### src/rtl/rxr_pkg.sv
package rxr_pkg;
    localparam int ST_OWN   = 31;
    localparam int ST_EOR   = 30;
    localparam int ST_LONG  = 22;
    localparam int ST_ANY   = 21;
    localparam int ST_SHORT = 20;
    localparam int ST_CRC   = 19;
    localparam int LEN_W    = 13;
    localparam int CNT_W    = 16;
    localparam int MIN_FRAME = 64;

    typedef enum logic [2:0] {
        S_IDLE, S_RD_STAT, S_RD_BUF, S_RECV, S_DROP, S_WBACK
    } rx_state_e;

    typedef struct packed {
        logic crc;
        logic short_f;
        logic long_f;
    } rx_err_t;

    function automatic logic [31:0] make_status(input logic eor, input rx_err_t e,
                                                input logic [LEN_W-1:0] len);
        logic [31:0] w;
        w = '0;
        w[LEN_W-1:0] = len;
        w[ST_EOR]    = eor;
        w[ST_CRC]    = e.crc;
        w[ST_SHORT]  = e.short_f;
        w[ST_LONG]   = e.long_f;
        w[ST_ANY]    = e.crc | e.short_f | e.long_f;
        return w;
    endfunction
endpackage

### src/rtl/rxr_frame_meter.sv
module rxr_frame_meter
    import rxr_pkg::*;
(
    input  logic             clk,
    input  logic             rst,
    input  logic             clr,
    input  logic             take,
    input  logic             last,
    input  logic             crc_in,
    input  logic [LEN_W-1:0] cap,
    output logic [CNT_W-1:0] cnt,
    output logic             fits,
    output logic             at_cap_edge,
    output rx_err_t          errs,
    output logic [LEN_W-1:0] len
);
    localparam logic [CNT_W-1:0] CNT_MAX = '1;

    logic             crc_q;
    logic [CNT_W-1:0] cap_x;

    assign cap_x       = CNT_W'(cap);
    assign fits        = cnt < cap_x;
    assign at_cap_edge = (cnt + CNT_W'(1)) == cap_x;

    always_ff @(posedge clk) begin
        if (rst || clr) begin
            cnt   <= '0;
            crc_q <= 1'b0;
        end else if (take) begin
            if (cnt != CNT_MAX) cnt <= cnt + CNT_W'(1);
            if (last) crc_q <= crc_in;
        end
    end

    always_comb begin
        errs.crc     = crc_q;
        errs.short_f = cnt < CNT_W'(MIN_FRAME);
        errs.long_f  = cnt > cap_x;
        len          = errs.long_f ? cap : cnt[LEN_W-1:0];
    end
endmodule

### src/rtl/rxr_byte_packer.sv
module rxr_byte_packer (
    input  logic        clk,
    input  logic        rst,
    input  logic        clr,
    input  logic        push,
    input  logic        flush,
    input  logic [1:0]  lane,
    input  logic [7:0]  data,
    output logic [31:0] word
);
    logic [31:0] acc;

    assign word = acc | (32'(data) << {lane, 3'b000});

    always_ff @(posedge clk) begin
        if (rst || clr) begin
            acc <= '0;
        end else if (push) begin
            if (flush) acc <= '0;
            else       acc <= word;
        end
    end
endmodule

### src/rtl/rxr_irq_regs.sv
module rxr_irq_regs (
    input  logic        clk,
    input  logic        rst,
    input  logic        set_ok,
    input  logic        set_err,
    input  logic        miss_inc,
    input  logic        host_wr,
    input  logic        host_addr,
    input  logic [1:0]  host_wdata,
    output logic [1:0]  irq_status,
    output logic [31:0] missed_count
);
    logic [1:0] clr_mask;

    assign clr_mask = (host_wr && !host_addr) ? host_wdata : 2'b00;

    always_ff @(posedge clk) begin
        if (rst) begin
            irq_status   <= '0;
            missed_count <= '0;
        end else begin
            irq_status <= (irq_status & ~clr_mask) | {set_err, set_ok};
            if (host_wr && host_addr)  missed_count <= '0;
            else if (miss_inc)         missed_count <= missed_count + 32'd1;
        end
    end
endmodule

### src/rtl/rxr_engine.sv
module rxr_engine
    import rxr_pkg::*;
#(
    parameter int ADDR_W = 32,
    parameter int IDX_W  = 8
) (
    input  logic              clk,
    input  logic              rst,
    input  logic [ADDR_W-3:0] ring_base,
    input  logic              in_valid,
    input  logic [7:0]        in_data,
    input  logic              in_last,
    input  logic              in_crc_err,
    output logic              in_ready,
    output logic              mem_re,
    output logic              mem_we,
    output logic [ADDR_W-3:0] mem_addr,
    output logic [31:0]       mem_wdata,
    input  logic [31:0]       mem_rdata,
    input  logic              host_wr,
    input  logic              host_addr,
    input  logic [1:0]        host_wdata,
    output logic [1:0]        irq_status,
    output logic [31:0]       missed_count
);
    localparam int WAW = ADDR_W - 2;

    rx_state_e        state, state_n;
    logic [IDX_W-1:0] idx;
    logic             eor_q;
    logic [LEN_W-1:0] cap_q;
    logic [WAW-1:0]   buf_word;
    logic [WAW-1:0]   stat_word;

    logic             take, store, flush;
    logic [CNT_W-1:0] cnt;
    logic             fits, at_cap_edge;
    rx_err_t          errs;
    logic [LEN_W-1:0] wb_len;
    logic [31:0]      packed_word;
    logic             set_ok, set_err, miss_inc;

    assign stat_word = ring_base + WAW'({idx, 2'b00});
    assign in_ready  = (state == S_RECV) || (state == S_DROP);
    assign take      = in_ready && in_valid;
    assign store     = take && (state == S_RECV) && fits;
    assign flush     = store && ((cnt[1:0] == 2'd3) || in_last || at_cap_edge);

    rxr_frame_meter u_meter (
        .clk(clk), .rst(rst), .clr(state == S_RD_BUF),
        .take(take && state == S_RECV), .last(in_last), .crc_in(in_crc_err),
        .cap(cap_q), .cnt(cnt), .fits(fits), .at_cap_edge(at_cap_edge),
        .errs(errs), .len(wb_len)
    );

    rxr_byte_packer u_pack (
        .clk(clk), .rst(rst), .clr(state == S_RD_BUF),
        .push(store), .flush(flush), .lane(cnt[1:0]), .data(in_data),
        .word(packed_word)
    );

    rxr_irq_regs u_irq (
        .clk(clk), .rst(rst), .set_ok(set_ok), .set_err(set_err),
        .miss_inc(miss_inc), .host_wr(host_wr), .host_addr(host_addr),
        .host_wdata(host_wdata), .irq_status(irq_status),
        .missed_count(missed_count)
    );

    always_comb begin
        state_n   = state;
        mem_re    = 1'b0;
        mem_we    = 1'b0;
        mem_addr  = stat_word;
        mem_wdata = '0;
        set_ok    = 1'b0;
        set_err   = 1'b0;
        miss_inc  = 1'b0;
        unique case (state)
            S_IDLE: begin
                if (in_valid) begin
                    mem_re  = 1'b1;
                    state_n = S_RD_STAT;
                end
            end
            S_RD_STAT: begin
                if (mem_rdata[ST_OWN]) begin
                    mem_re   = 1'b1;
                    mem_addr = stat_word + WAW'(2);
                    state_n  = S_RD_BUF;
                end else begin
                    miss_inc = 1'b1;
                    state_n  = S_DROP;
                end
            end
            S_RD_BUF: state_n = S_RECV;
            S_RECV: begin
                if (flush) begin
                    mem_we    = 1'b1;
                    mem_addr  = buf_word + WAW'(cnt[CNT_W-1:2]);
                    mem_wdata = packed_word;
                end
                if (take && in_last) state_n = S_WBACK;
            end
            S_DROP: begin
                if (take && in_last) state_n = S_IDLE;
            end
            S_WBACK: begin
                mem_we    = 1'b1;
                mem_wdata = make_status(eor_q, errs, wb_len);
                set_err   = errs.crc | errs.short_f | errs.long_f;
                set_ok    = !set_err;
                state_n   = S_IDLE;
            end
            default: state_n = S_IDLE;
        endcase
    end

    always_ff @(posedge clk) begin
        if (rst) begin
            state    <= S_IDLE;
            idx      <= '0;
            eor_q    <= 1'b0;
            cap_q    <= '0;
            buf_word <= '0;
        end else begin
            state <= state_n;
            if (state == S_RD_STAT && mem_rdata[ST_OWN]) begin
                eor_q <= mem_rdata[ST_EOR];
                cap_q <= mem_rdata[LEN_W-1:0];
            end
            if (state == S_RD_BUF) buf_word <= mem_rdata[ADDR_W-1:2];
            if (state == S_WBACK)  idx <= eor_q ? '0 : idx + IDX_W'(1);
        end
    end
endmodule

### config.mk
export PLATFORM = sky130hd
export DESIGN_NAME = rxr_engine
export DESIGN_NICKNAME = d
export VERILOG_FILES = /design/src/rtl/rxr_pkg.sv /design/src/rtl/rxr_frame_meter.sv /design/src/rtl/rxr_byte_packer.sv /design/src/rtl/rxr_irq_regs.sv /design/src/rtl/rxr_engine.sv
export SDC_FILE = /design/constraint.sdc
export NUM_CORES = 1
export LEC_CHECK = 0
export BUFFER_PORTS_ARGS = -buffer_cell sky130_fd_sc_hd__buf_2
export CAP_MARGIN = 10
export CORE_MARGIN = 4
export CORE_UTILIZATION = 45
export DETAILED_ROUTE_END_ITERATION = 12
export HOLD_SLACK_MARGIN = 0.12
export PLACE_DENSITY_LB_ADDON = 0.12
export SLEW_MARGIN = 10
export SYNTH_ARGS = -nofsm -noshare
export SYNTH_HDL_FRONTEND = slang
export SYNTH_SLANG_ARGS = --single-unit
### constraint.sdc
create_clock -name clk -period 7.8 [get_ports clk]
set_input_delay 1.56 -clock clk [delete_from_list [all_inputs] [get_ports clk]]
set_output_delay 1.56 -clock clk [all_outputs]
set_load 0.01 [all_outputs]
==> metrics.cfg <==
[cells_and_area]
antennaDiodeCount = 0
finish.net_count = 1556
syn_to_final_growth_pct = 16.1
layout-drive-gt1-share_pct = 16.6
n_fill_cell = 2086
fin_util_pct = 53.1

[grt]
grt_pass1_wl_um = 46600
antenna_found_initial = 2
grt_pass1_vias = 8932
track_usage_pct = 24.1
overflow = 0
grt_max_degree = 56

[power]
p_leak_nw = 4.43
peakVddDrop_mv = 0.149
powerDensity_mw_per_mm2 = 159

[critical_path]
critPathMaxStageDelay_ns = 0.46
criticalPathCategory = in2out
r2r_cells = 11
worst_ep_arrival_time_ns = 5.25
crit_chain = buf_2, ha_1, fa_1, a211oi_1, o211ai_1, and2_0, o41ai_1, o31ai_1, or3_4, nor3b_1, mux2_2, o22ai_1, a21oi_1, buf_2
cpMostUsedCell = buf_2
cp_top_family = compound AO/OA/AOI/OAI gates
cp.depth = 14
startpoint_type = input port
worst_path_max_delay_cell = o41ai_1
cp_max_fo = 8
critPathBufInv = 2
required_ns = 6.24
endpoint_kind = output pin

[placed_design]
io_buffer_count = 177
hpwlAfterDp_um = 21700
gp_congestion = 0.907

[timing]
setup_violations = 0
tns_ns = 0
max-slew-margin-rel_pct = 21.3
maxSlewViolCount = 0
worst_pin_slew_ns = 1.18
fmax_mhz = 147
period_share_pct = 87.3
final_hold_viol_count = 0
min_period_ns = 6.81
clock_skew_ns = 0.0114
rsz0062_at_grt = false

[clocking]
cts_root_buf = clkbuf_16
cts_tree = done
hold_buffers = 0
clk_pin_slew_ns = 0.06
clock_path_buffers = 2
clock_sinks = 138
cts_buffers = 17
cts_resized = 0
h-tree-depth = 4
clk_latency_ns = 0.43
cts_setup_buffers = 0

[yosys]
synth_top_area_share_pct = 28.8
ys_seq_area_share_pct = 28.8
synth_cell_types = 80
synth_area_leaders = dfxtp_1 (29%), a21oi_1 (9.0%), nor2_1 (6.7%)
synth_edf_count = 0
synth_seq_cells = 138
synth_area_mm2 = 0.00958
synth_warnings = 0
avgSynthCellArea_um2 = 7.29
synth_top_cell_by_area = dfxtp_1
synth_cells = 1314
syn_nets = 1434
async_flop_share_pct = 0
synth-main-ff-cell = dfxtp_1

[routing]
wl_per_cell_um = 16.9
drt-total-wl_um = 29100
vias_per_cell = 5.69
num_vias = 9803
drcViolationCount = 0
ant_nets = 0
drt-pass1-iter-count = 5
drt_iter0_markers = 564

[status]
status = finished, final reports clean

[die]
start_util_pct = 45.7
rows = 53
core_area_mm2 = 0.0210
die_w_um = 154
num_io_pins = 178
die_y_um = 154
die-area_mm2 = 0.0237

[worst_hold_path]
min_path_type = reg2reg
hold_path_depth = 2

[job]
max_cap_viol_count = 0

## final cells by class
cell class / instances / area (um^2) / share of cell area (%)
Multi-Input combinational cell: 1071 / 6400 / 57.6
Clock inverter: 15 / 153 / 1.37
Tap cell: 275 / 344 / 3.09
Clock buffer: 17 / 425 / 3.82
Inverter: 22 / 82.6 / 0.742
Timing Repair Buffer: 186 / 953 / 8.57
Sequential cell: 138 / 2760 / 24.8
## synthesized netlist by cell type, types with 4 or more instances
library cell	number
and3_1	26
and2_1	6
nand3_1	50
o21a_1	11
o22ai_1	26
buf_1	17
or3_1	12
a21oi_1	172
or4_1	4
o211ai_1	7
a21o_1	12
nor3b_1	5
dfxtp_1	138
nor3_1	34
nor2_1	171
nor4_1	11
ha_1	39
a211oi_1	9
xnor2_1	42
and4_1	9
and4b_1	5
buf_2	6
a31oi_1	13
nand2b_1	15
nor2b_1	16
clkbuf_1	56
inv_1	22
o31ai_1	4
xor2_1	70
mux2i_1	11
nand4_1	25
nand2_1	162
o21ai_0	43
## cell usage in the layout (no fill, tap or decap), drive strengths merged, types with 15 or more instances in the layout
| cell | instances |
|---|---|
| buf | 186 |
| a21oi | 173 |
| nor2 | 171 |
| nand2 | 163 |
| dfxtp | 138 |
| xor2 | 71 |
| nand3 | 51 |
| o21ai | 44 |
| xnor2 | 42 |
| ha | 39 |
| nor3 | 34 |
| inv | 32 |
| and3 | 26 |
| o22ai | 26 |
| nand4 | 25 |
| clkbuf | 17 |
| nor2b | 17 |
| nand2b | 15 |
## through the flow
stage / std cells / worst slack, ns / hold slack [ns] / power (mW) / cell area [um^2]
floorplan: 1314 / 1.48 / 0.437 / 0.887 / 9580
global placement: 1692 / 1.06 / 0.448 / 0.969 / 10500
detailed placement: 1692 / 1.01 / 0.454 / 0.971 / 10500
CTS: 1724 / 1.01 / 0.471 / 1.78 / 11100
global route: 1724 / 0.659 / 0.485 / 1.84 / 11100
finish: 1724 / 0.992 / 0.466 / 1.77 / 11100
## power by group
| group | switching, mW | total, mW | internal (mW) | leakage [nW] |
|---|---|---|---|---|
| Combinational | 0.145 | 0.227 | 0.0820 | 3.04 |
| Sequential | 0.0154 | 0.730 | 0.715 | 1.11 |
| Clock | 0.361 | 0.813 | 0.452 | 0.278 |
## worst reg2reg max path, stage by stage (launching register included)
cell	delay, ns
dfxtp_1	0.54
nand2_1	0.27
nor4_1	0.82
nand3_1	0.21
xnor2_1	0.17
or3_1	0.33
o31ai_1	0.50
nand4b_1	0.16
buf_4	0.30
nand2b_1	0.14
buf_4	0.33
nor2_1	0.10
## kinds of logic (layout without fill, tap and decap cells)
family / after synthesis / in the layout / share of synthesized area (%)
buffers and inverters: 105 / 240 / 4.39
flip-flops: 138 / 138 / 28.8
AND/OR/NAND/NOR: 570 / 570 / 28.6
multiplexers: 15 / 15 / 1.62
XOR/XNOR: 113 / 113 / 10.4
AO/OA/AOI/OAI: 332 / 332 / 20.6
adder cells (fa/ha/maj): 41 / 41 / 5.51
## routing by layer
metal  share of wire, %  track usage, %  up-vias
met5              0.089               0        -
met1                 45            32.8     4519
met3                5.8            4.00       58
met2                 46            38.4      322
li1                   -               -     4900
met4                3.0            8.92        4
## final timing paths
| check | start | to | slack, ns |
|---|---|---|---|
| setup / recovery | ring_base[2] | mem_addr[21] | 0.99 |
| hold / removal | u_pack.acc[21]$_SDFFE_PP0P_ | u_pack.acc[21]$_SDFFE_PP0P_ | 0.47 |
| setup reg to reg | u_meter.cnt[4]$_SDFFE_PP0P_ | u_pack.acc[11]$_SDFFE_PP0P_ | 3.80 |
| hold reg to reg | u_pack.acc[21]$_SDFFE_PP0P_ | u_pack.acc[21]$_SDFFE_PP0P_ | 0.47 |
## flip-flops by register name, indices dropped and copies added, names as in the netlist
name and cells:
idx 8, buf_word 30, u_meter.crc_q 1, u_irq.irq_status 2, u_meter.cnt 16, eor_q 1
state 3, u_pack.acc 32, cap_q 13, u_irq.missed_count 32
No activity file was read; power rests on OpenSTA's default activity.
